[src/rtl/hpt_pkg.sv]
// Shared types for the hashed page table search engine.
// Assumes 32-bit effective addresses, 4 KB pages and 64-bit table entries.
package hpt_pkg;
    localparam int EA_W    = 32;
    localparam int VSID_W  = 24;
    localparam int HASH_W  = 19;
    localparam int PIDX_W  = 16;
    localparam int API_W   = 6;
    localparam int RPN_W   = 20;
    localparam int BLK_W   = 15;   // window base, address bits 31:17
    localparam int BMSK_W  = 11;   // window size mask over address bits 27:17
    localparam int SLOTS   = 8;
    localparam int SLOT_W  = $clog2(SLOTS);

    typedef enum logic [1:0] {
        ST_IDLE = 2'd0,
        ST_REQ  = 2'd1,
        ST_WAIT = 2'd2
    } hpt_state_t;

    typedef struct packed {
        logic              valid;
        logic              hid;
        logic [VSID_W-1:0] vsid;
        logic [API_W-1:0]  api;
        logic [11:0]       unused;
        logic [RPN_W-1:0]  rpn;
    } hpt_entry_t;
endpackage

[src/rtl/hpt_bat_match.sv]
// Parallel block-window compare. Each window covers 128 KB times a power of
// two, up to 256 MB. The lowest-numbered window that hits supplies the result.
// Purely combinational; the caller registers the result.
module hpt_bat_match
    import hpt_pkg::*;
#(
    parameter int NBAT = 4
) (
    input  logic [EA_W-1:0]        ea,
    input  logic [NBAT-1:0]        win_valid,
    input  logic [NBAT*BLK_W-1:0]  win_epi,
    input  logic [NBAT*BMSK_W-1:0] win_msk,
    input  logic [NBAT*BLK_W-1:0]  win_rpi,
    output logic                   hit,
    output logic [EA_W-1:0]        pa
);
    localparam int PAD_W = BLK_W - BMSK_W;

    logic [NBAT-1:0]  hit_vec;
    logic [EA_W-1:0]  pa_vec [NBAT];

    // One comparator and one address merge per window.
    for (genvar k = 0; k < NBAT; k++) begin : g_win
        logic [BLK_W-1:0] m;
        assign m = {{PAD_W{1'b0}}, win_msk[k*BMSK_W +: BMSK_W]};
        assign hit_vec[k] = win_valid[k] &&
            (((ea[EA_W-1:17] ^ win_epi[k*BLK_W +: BLK_W]) & ~m) == '0);
        assign pa_vec[k] = {(win_rpi[k*BLK_W +: BLK_W] & ~m) | (ea[EA_W-1:17] & m),
                            ea[16:0]};
    end

    // Priority select: the lowest index wins.
    always_comb begin
        hit = |hit_vec;
        pa  = '0;
        for (int k = NBAT - 1; k >= 0; k--) begin
            if (hit_vec[k]) pa = pa_vec[k];
        end
    end
endmodule

[src/rtl/hpt_group_addr.sv]
// Forms the hash for one pass and the byte address of one slot in its group.
// Pass 0 uses the primary hash; pass 1 uses its complement.
module hpt_group_addr
    import hpt_pkg::*;
(
    input  logic [VSID_W-1:0] vsid,
    input  logic [PIDX_W-1:0] pidx,
    input  logic              pass,
    input  logic [SLOT_W-1:0] slot,
    input  logic [15:0]       tbl_base,
    input  logic [8:0]        tbl_mask,
    output logic [EA_W-1:0]   addr
);
    logic [HASH_W-1:0] h_pri;
    logic [HASH_W-1:0] h;

    // Hash selection for the current pass.
    always_comb begin
        h_pri = vsid[HASH_W-1:0] ^ {{(HASH_W-PIDX_W){1'b0}}, pidx};
        h     = pass ? ~h_pri : h_pri;
        addr  = {tbl_base[15:9], tbl_base[8:0] | (h[18:10] & tbl_mask),
                 h[9:0], slot, 3'b000};
    end
endmodule

[src/rtl/hpt_entry_cmp.sv]
// Decodes one table entry and decides whether it translates the pending page.
module hpt_entry_cmp
    import hpt_pkg::*;
(
    input  logic [63:0]       rdata,
    input  logic [VSID_W-1:0] vsid,
    input  logic [API_W-1:0]  api,
    input  logic              pass,
    output logic              match,
    output logic [RPN_W-1:0]  rpn
);
    hpt_entry_t ent;

    // Field compare of a single entry.
    always_comb begin
        ent   = hpt_entry_t'(rdata);
        match = ent.valid && (ent.hid == pass) && (ent.vsid == vsid) && (ent.api == api);
        rpn   = ent.rpn;
    end
endmodule

[src/rtl/hpt_search_engine.sv]
// Translation-miss handler: segment expansion, block-window check and a
// two-pass scan of eight-entry hash groups. Assumes the memory port accepts
// every mem_req and answers each with exactly one mem_rvalid, in order.
module hpt_search_engine
    import hpt_pkg::*;
#(
    parameter int NBAT = 4
) (
    input  logic                   clk,
    input  logic                   rst_n,
    input  logic                   miss_valid,
    input  logic [31:0]            miss_ea,
    output logic                   busy,
    input  logic [16*24-1:0]       seg_vsid,
    input  logic [15:0]            seg_nx,
    input  logic [NBAT-1:0]        bat_valid,
    input  logic [NBAT*15-1:0]     bat_epi,
    input  logic [NBAT*11-1:0]     bat_msk,
    input  logic [NBAT*15-1:0]     bat_rpi,
    input  logic [15:0]            htab_base,
    input  logic [8:0]             htab_mask,
    output logic                   mem_req,
    output logic [31:0]            mem_addr,
    input  logic                   mem_rvalid,
    input  logic [63:0]            mem_rdata,
    output logic                   res_valid,
    output logic                   res_fault,
    output logic [31:0]            res_pa,
    output logic                   res_nx
);
    hpt_state_t        state;
    logic [EA_W-1:0]   ea_q;
    logic [VSID_W-1:0] vsid_q;
    logic              nx_q;
    logic              pass_q;
    logic [SLOT_W-1:0] slot_q;

    logic              bat_hit;
    logic [EA_W-1:0]   bat_pa;
    logic              ent_match;
    logic [RPN_W-1:0]  ent_rpn;
    logic [3:0]        seg_sel;

    assign seg_sel = miss_ea[31:28];

    hpt_bat_match #(.NBAT(NBAT)) i_bat (
        .ea(miss_ea), .win_valid(bat_valid), .win_epi(bat_epi),
        .win_msk(bat_msk), .win_rpi(bat_rpi), .hit(bat_hit), .pa(bat_pa)
    );

    hpt_group_addr i_gaddr (
        .vsid(vsid_q), .pidx(ea_q[27:12]), .pass(pass_q), .slot(slot_q),
        .tbl_base(htab_base), .tbl_mask(htab_mask), .addr(mem_addr)
    );

    hpt_entry_cmp i_cmp (
        .rdata(mem_rdata), .vsid(vsid_q), .api(ea_q[27:22]), .pass(pass_q),
        .match(ent_match), .rpn(ent_rpn)
    );

    // Status and request strobes decoded from the state.
    assign busy    = (state != ST_IDLE);
    assign mem_req = (state == ST_REQ);

    // Search sequencer and result register.
    always_ff @(posedge clk) begin
        if (!rst_n) begin
            state     <= ST_IDLE;
            ea_q      <= '0;
            vsid_q    <= '0;
            nx_q      <= 1'b0;
            pass_q    <= 1'b0;
            slot_q    <= '0;
            res_valid <= 1'b0;
            res_fault <= 1'b0;
            res_pa    <= '0;
            res_nx    <= 1'b0;
        end else begin
            res_valid <= 1'b0;
            case (state)
                ST_IDLE: begin
                    if (miss_valid) begin
                        ea_q   <= miss_ea;
                        vsid_q <= seg_vsid[seg_sel*VSID_W +: VSID_W];
                        nx_q   <= seg_nx[seg_sel];
                        pass_q <= 1'b0;
                        slot_q <= '0;
                        if (bat_hit) begin
                            res_valid <= 1'b1;
                            res_fault <= 1'b0;
                            res_pa    <= bat_pa;
                            res_nx    <= 1'b0;
                        end else begin
                            state <= ST_REQ;
                        end
                    end
                end
                ST_REQ: state <= ST_WAIT;
                ST_WAIT: begin
                    if (mem_rvalid) begin
                        if (ent_match) begin
                            res_valid <= 1'b1;
                            res_fault <= 1'b0;
                            res_pa    <= {ent_rpn, ea_q[11:0]};
                            res_nx    <= nx_q;
                            state     <= ST_IDLE;
                        end else if (slot_q == SLOT_W'(SLOTS - 1)) begin
                            if (pass_q) begin
                                res_valid <= 1'b1;
                                res_fault <= 1'b1;
                                res_pa    <= '0;
                                res_nx    <= 1'b0;
                                state     <= ST_IDLE;
                            end else begin
                                pass_q <= 1'b1;
                                slot_q <= '0;
                                state  <= ST_REQ;
                            end
                        end else begin
                            slot_q <= slot_q + 1'b1;
                            state  <= ST_REQ;
                        end
                    end
                end
                default: state <= ST_IDLE;
            endcase
        end
    end
endmodule

[config.mk]
export PLATFORM = sky130hd
export DESIGN_NAME = hpt_search_engine
export DESIGN_NICKNAME = d
export VERILOG_FILES = /design/src/rtl/hpt_pkg.sv /design/src/rtl/hpt_bat_match.sv /design/src/rtl/hpt_group_addr.sv /design/src/rtl/hpt_entry_cmp.sv /design/src/rtl/hpt_search_engine.sv
export SDC_FILE = /design/constraint.sdc
export NUM_CORES = 1
export LEC_CHECK = 0
export BUFFER_PORTS_ARGS = -buffer_cell sky130_fd_sc_hd__clkbuf_2
export CORE_AREA = 2 2 296 298
export CTS_BUF_LIST = sky130_fd_sc_hd__clkbuf_8
export CTS_CLUSTER_DIAMETER = 60
export DETAILED_ROUTE_END_ITERATION = 8
export DIE_AREA = 0 0 298 300
export HOLD_SLACK_MARGIN = 0.05
export PLACE_DENSITY = 0.38
export SYNTH_ARGS = -nofsm -noshare
export SYNTH_HDL_FRONTEND = slang
export SYNTH_HIERARCHICAL = 1
export SYNTH_SLANG_ARGS = --single-unit
[constraint.sdc]
create_clock -name clk -period 5.05 [get_ports clk]
set_clock_uncertainty 0.1 [all_clocks]
set_input_delay 0.2525 -clock clk [delete_from_list [all_inputs] [get_ports clk]]
set_output_delay 0.2525 -clock clk [all_outputs]
set_load 0.01 [all_outputs]
Word-level counts from Yosys, hierarchy flattened
Index checks and enable logic that the tools add are counted.
{"block": "word_totals", "latchBits": 0, "rom_bits": 0, "elab_cells": 128, "mem_count": 0, "register_bits": 94, "mem_bits_rw": 0}
{"block": "op_classes", "n_mux": 51, "reduce_logical": 20, "eq_ne": 15, "add_sub_neg": 1, "bitwise_logic": 28, "shift": 1, "div_mod_pow": 0, "magnitude_cmp": 1, "n_mul": 1}
{"cell": "384-bit by 10-bit variable part select with 24-bit output", "n": 1}
{"cell": "32-bit two-way mux", "n": 10}
{"cell": "15-bit AND", "n": 8}
{"cell": "32-bit case mux with 2 select lines", "n": 1}
{"cell": "15-bit by 11-bit AND with 15-bit output", "n": 4}
{"cell": "15-bit logical NOT", "n": 4}
{"cell": "11-bit NOT with 15-bit output", "n": 4}
{"cell": "15-bit bitwise OR", "n": 4}
{"cell": "15-bit XOR", "n": 4}
{"cell": "24-bit == test", "n": 1}
{"cell": "1-bit two-way mux", "n": 22}
{"cell": "19-bit two-way mux", "n": 1}
{"cell": "19-bit NOT", "n": 1}
{"cell": "19-bit by 16-bit XOR with 19-bit output", "n": 1}
{"cell": "3-bit two-way mux", "n": 5}
{"cell": "2-bit inequality test, second input constant", "n": 6}
{"cell": "2-bit two-way mux", "n": 5}
{"cell": "5-bit AND reduction", "n": 2}
{"cell": "9-bit AND", "n": 1}
{"cell": "3-bit inequality test, second input constant", "n": 3}
{"cell": "9-bit bitwise OR", "n": 1}
{"cell": "1-bit case mux with 2 select lines", "n": 4}
{"cell": "1-bit logical AND", "n": 7}
{"cell": "6-bit == test", "n": 1}
{"cell": "16 further kinds", "n": 17}

Longest topological paths before layout
{"block": "depth", "depth_word": 11, "ltp_mapped": 12}

By module
Netlist, hierarchy kept.
{"module": "hpt_search_engine", "instances": 1, "area_each_um2": 7021.7, "cells_each": 623}
{"module": "hpt_bat_match", "instances": 1, "area_each_um2": 2060.7, "cells_each": 259}
{"module": "hpt_group_addr", "instances": 1, "area_each_um2": 531.8, "cells_each": 54}
{"module": "hpt_entry_cmp", "instances": 1, "area_each_um2": 506.7, "cells_each": 62}

Least setup slack after synthesis
No wires, ideal clock.
{"block": "synth_timing", "path_type": "input to register", "start": "input port miss_ea[17]", "end": "register res_pa[28]", "t_arrival_ps": 2273, "setup_ps": 133, "required_ps": 4817, "path_stages": 10, "path_buffers": 2, "slack_ps": 2544, "path_cell_list": "buf_2 xnor2_1 o22ai_1 nor4_2 and2_2 buf_6 mux2_1 a221o_1 a2111oi_0 nor3b_1"}
{"block": "synth_via", "elab_chain_len": 11, "elab_cells_between_ends": 26, "cone_classes": "1 x eq/ne; 7 x mux; 8 x bitwise; 10 x reduce/logical"}
{"element": "from (decl)", "line": "hpt_search_engine.sv:12", "text": "input logic [31:0] miss_ea,"}
{"element": "15-bit XOR", "line": "hpt_bat_match.sv:27", "text": "(((ea[EA_W-1:17] ^ win_epi[k*BLK_W +: BLK_W]) & ~m) == '0);"}
{"element": "15-bit AND", "line": "hpt_bat_match.sv:27"}
{"element": "15-bit logical NOT", "line": "hpt_bat_match.sv:27"}
{"element": "1-bit logical AND", "line": "hpt_bat_match.sv:26", "text": "assign hit_vec[k] = win_valid[k] &&"}
{"element": "32-bit two-way mux (3 in series)", "line": "hpt_bat_match.sv:37", "text": "if (hit_vec[k]) pa = pa_vec[k];"}
{"element": "32-bit two-way mux *", "line": "hpt_bat_match.sv:37"}
{"element": "net bat_pa[28]", "line": "hpt_search_engine.sv:39", "text": "logic [EA_W-1:0] bat_pa;"}
{"element": "32-bit two-way mux *", "line": "hpt_search_engine.sv:88", "text": "if (bat_hit) begin"}
{"element": "32-bit two-way mux *", "line": "hpt_search_engine.sv:82", "text": "if (miss_valid) begin"}
{"element": "32-bit case mux with 2 select lines *", "line": "hpt_search_engine.sv:80", "text": "case (state)"}
{"element": "to (signal assigned)", "line": "hpt_search_engine.sv:91", "text": "res_pa <= bat_pa;"}
{"element": "to (signal assigned)", "line": "hpt_search_engine.sv:104", "text": "res_pa <= {ent_rpn, ea_q[11:0]};"}
{"element": "to (decl)", "line": "hpt_search_engine.sv:28", "text": "output logic [31:0] res_pa,"}
The timed path passes the listed nets; every way through them passes the cells marked *. The select of a mux whose other input is x is not followed.
A chain may end at the register's enable or synchronous reset.

Worst setup path after layout
{"block": "layout_timing", "start": "register ea_q[24]", "end": "register res_fault"}
{"block": "layout_via", "elab_chain_len": 5, "elab_cells_between_ends": 8, "cone_classes": "3 x eq/ne; 3 x mux; 2 x reduce/logical"}
{"element": "from (decl)", "line": "hpt_search_engine.sv:32", "text": "logic [EA_W-1:0] ea_q;"}
{"element": "from (signal assigned)", "line": "hpt_search_engine.sv:83", "text": "ea_q <= miss_ea;"}
{"element": "6-bit == test *", "line": "hpt_entry_cmp.sv:17", "text": "match = ent.valid && (ent.hid == pass) && (ent.vsid == vsid) && (ent.api == api);"}
{"element": "1-bit logical AND *", "line": "hpt_entry_cmp.sv:17"}
{"element": "net ent_match", "line": "hpt_search_engine.sv:40", "text": "logic ent_match;"}
{"element": "1-bit two-way mux", "line": "hpt_search_engine.sv:101", "text": "if (ent_match) begin"}
{"element": "1-bit two-way mux", "line": "hpt_search_engine.sv:100", "text": "if (mem_rvalid) begin"}
{"element": "1-bit case mux with 2 select lines", "line": "hpt_search_engine.sv:80"}
{"element": "to (signal assigned)", "line": "hpt_search_engine.sv:90", "text": "res_fault <= 1'b0;"}
{"element": "to (signal assigned)", "line": "hpt_search_engine.sv:103", "text": "res_fault <= 1'b0;"}
{"element": "to (signal assigned)", "line": "hpt_search_engine.sv:110", "text": "res_fault <= 1'b1;"}
{"element": "to (decl)", "line": "hpt_search_engine.sv:27", "text": "output logic res_fault,"}
Marks and branches as above.

==> impl_metrics.json <==
{
  "first_iter_violations": 616,
  "setup_slack_ns": 1.46,
  "worstReg2RegStart": "ea_q[24]",
  "async_flop_share_pct": 0,
  "antenna_found_initial": 42,
  "detail-route-antenna-nets": 0,
  "via_per_inst": 4.09,
  "worst_pin_slew_ns": 1.10,
  "overflow": 0,
  "cts_buffer_depth": 2,
  "synth-simple-area-share_pct": 13.8,
  "drive_above_1_share_pct": 55.8,
  "setup_viol": 0,
  "fin_util_pct": 17.4,
  "critPathLaunchType": "flip-flop",
  "cts_num_sinks": 94,
  "dp_hpwl_mm": 68.2,
  "place.gp.congestion": 1.02,
  "finalMaxSlewViolations": 0,
  "synth_flop_cell": "dfxtp_1",
  "die_width_um": 298,
  "dp_slack_ns": 1.31,
  "p_total_mw": 2.48,
  "num_vias": 11500,
  "status": "completed",
  "ys_types": 63,
  "grt_max_degree": 70,
  "grt_pass1_wl_mm": 105,
  "cellPowerDensity_nw_per_um2": 166,
  "required_ns": 5.30,
  "max_cap_violations": 0,
  "yosys-top-cells-area": "mux4_2 22%, dfxtp_1 19%, mux2i_1 9.5%",
  "final.setup.tns_ns": 0,
  "path_cells": "xor2_1, nor4_1, buf_4, nand4_1, nor4_4, a21oi_1, a2bb2oi_4, buf_4, or4_1, a21oi_1",
  "placed_cells": 2773,
  "cpMaxStageDelayCell": "or4_1",
  "core-area_um2": 86200,
  "dieArea_um2": 89400,
  "fillCellCount": 9895,
  "cts-resized-gates": 0,
  "ir_worst_vdd_uv": 95.0,
  "wire_per_inst_um": 28.1,
  "cts_buffers": 9,
  "drc_errors": 0,
  "synth_fa_ha_area_share_pct": 0.247,
  "htreeDepth": 3,
  "pin_count": 762,
  "busiest_layer": "met2",
  "cts_tree": "yes",
  "clock.fmax_mhz": 279,
  "relSlewSlack_pct": 26.6,
  "syn_to_final_growth_pct": 48.0,
  "synth_top_family_by_area": "multiplexers",
  "synth_top_area_share_pct": 22.3,
  "ys_ff_latch": 94,
  "min_period_ns": 3.59,
  "stdcell_area_um2": 15000,
  "yosysSeqAreaShare_pct": 18.6,
  "fin_crit_sh_pct": 71.0,
  "synthMuxAreaShare_pct": 32.2,
  "gr-usage-met2_pct": 32.6,
  "clkSlewWorstSetupHoldPaths_ns": 0.13,
  "dpl-instance-area_um2": 14600,
  "hp-start": "miss_ea[23]",
  "synth-edff-count": 0,
  "crit_start": "ea_q[24]",
  "syn_area_um2": 10100,
  "port_buffers": 732,
  "final_cell_count_no_fill": 2810,
  "grt_usage_pct": 17.1,
  "synth_compound_area_share_pct": 15.5,
  "hold_violations": 0,
  "syn_inst": 998,
  "grtUsageMet3_pct": 3.37,
  "grt_pass1_vias": 12200,
  "rsz0062_at_grt": "false",
  "fin_nets": 2341,
  "synth_area_per_cell_um2": 10.1,
  "die_h_um": 300,
  "start_util_pct": 11.7,
  "cts_root_buf": "clkbuf_8",
  "clk_latency_ns": 0.44,
  "crit_type": "flip-flop to flip-flop",
  "whs_ns": 0.125,
  "p_leak_nw": 6.77,
  "fp-row-count": 108,
  "yosys_warnings": 6,
  "cpPeakStageDelay_ns": 0.55,
  "arrival_ns": 3.84,
  "drt_wl_total_mm": 78.9,
  "hp-class": "input port to flip-flop",
  "critical_path.endpoint_type": "flip-flop",
  "first_pass_iters": 5,
  "worstPathMaxFanout": 67,
  "synth_xor_area_share_pct": 11.5,
  "met1_usage_pct": 19.5,
  "synth_top_area_cell": "mux4_2"
}
-- cell families after synthesis --
family,Yosys count
adder cells (fa/ha/maj),2
multiplexers,200
AND/OR/NAND/NOR,253
other,1
flip-flops,94
buffers and inverters,135
AO/OA/AOI/OAI,193
XOR/XNOR,120
-- state kept, by name, summed over array words and instances, names as in the netlist --
signal     cells
slot_q         3
ea_q          28
res_fault      1
res_nx         1
res_pa        32
res_valid      1
pass_q         1
vsid_q        24
nx_q           1
state          2
-- layout make-up --
cell class	count	area, um2	area share [%]
Antenna cell	4	10.0	0.0668
Clock buffer	9	124	0.827
Clock inverter	7	77.6	0.518
Inverter	3	11.3	0.0752
Multi-Input combinational cell	771	7450	49.7
Sequential cell	94	1880	12.6
Tap cell	1155	1450	9.65
Timing Repair Buffer	767	3980	26.6
-- per-layer routing --
metal	wire, um	vias up
li1	-	5115
met2	41500	623
met3	4710	106
met1	30900	5652
met4	1760	4
met5	26	-
-- repair_timing --
action                                 in CTS  in global routing
buffers inserted                            0                  0
endpoints found under the hold margin      19                  0
hold buffers                               17                  0
-- path summary, 6_finish.rpt --
check / slack [ns] / cells after the start / to
max reg2reg: 1.46 / 10 / res_fault
max: 1.46 / 10 / res_fault
min reg2reg: 0.36 / 2 / ea_q[0]
min: 0.12 / 3 / ea_q[23]
-- critical path, delay by kind of cell, from the launching register on --
kind | cells | cell delay, ns
AO/OA/AOI/OAI | 3 | 0.61
flip-flops | 1 | 0.37
buffers and inverters | 2 | 0.56
AND/OR/NAND/NOR | 4 | 1.66
XOR/XNOR | 1 | 0.19
-- layout by cell type (no fill, tap or decap), types with 11 or more instances in the layout --
cell,netlist,final
buf_4,39,20
nand2_1,85,85
mux2i_1,96,96
dlygate4sd3_1,0,17
xnor2_1,81,81
a21oi_1,37,37
o22ai_1,19,19
nor3b_1,33,33
nand3_1,31,30
dfxtp_1,94,92
a2111oi_0,33,33
o221ai_2,20,20
clkbuf_2,1,729
and2_1,19,19
xor2_1,30,30
o21bai_1,32,32
o21ai_0,11,11
and3_1,33,33
mux4_2,100,100
-- where the power goes --
group          internal, mW  switching, mW  total (mW)
registers             0.780         0.0548       0.835
clock network         0.199          0.396       0.595
logic                 0.514          0.540        1.05
-- Yosys cell counts, drive strengths merged (2+ instances only) --
| master | instances |
|---|---|
| and2 | 21 |
| a21o | 9 |
| a2111oi | 33 |
| mux4 | 100 |
| o221ai | 25 |
| nor2b | 2 |
| xor3 | 6 |
| nor3b | 33 |
| nor4 | 11 |
| nor3 | 9 |
| a211o | 3 |
| nand3 | 32 |
| o211ai | 4 |
| o22ai | 20 |
| nand2 | 87 |
| a21oi | 37 |
| clkbuf | 39 |
| mux2 | 4 |
| ha | 2 |
| mux2i | 96 |
| nor2 | 9 |
| xnor2 | 84 |
| or3 | 6 |
| a32o | 8 |
| a211oi | 2 |
| nand4 | 6 |
| dfxtp | 94 |
| xor2 | 30 |
| and3 | 33 |
| inv | 3 |
| o21bai | 32 |
| buf | 92 |
| o21ai | 13 |
No activity file was read; power rests on OpenSTA's default activity.
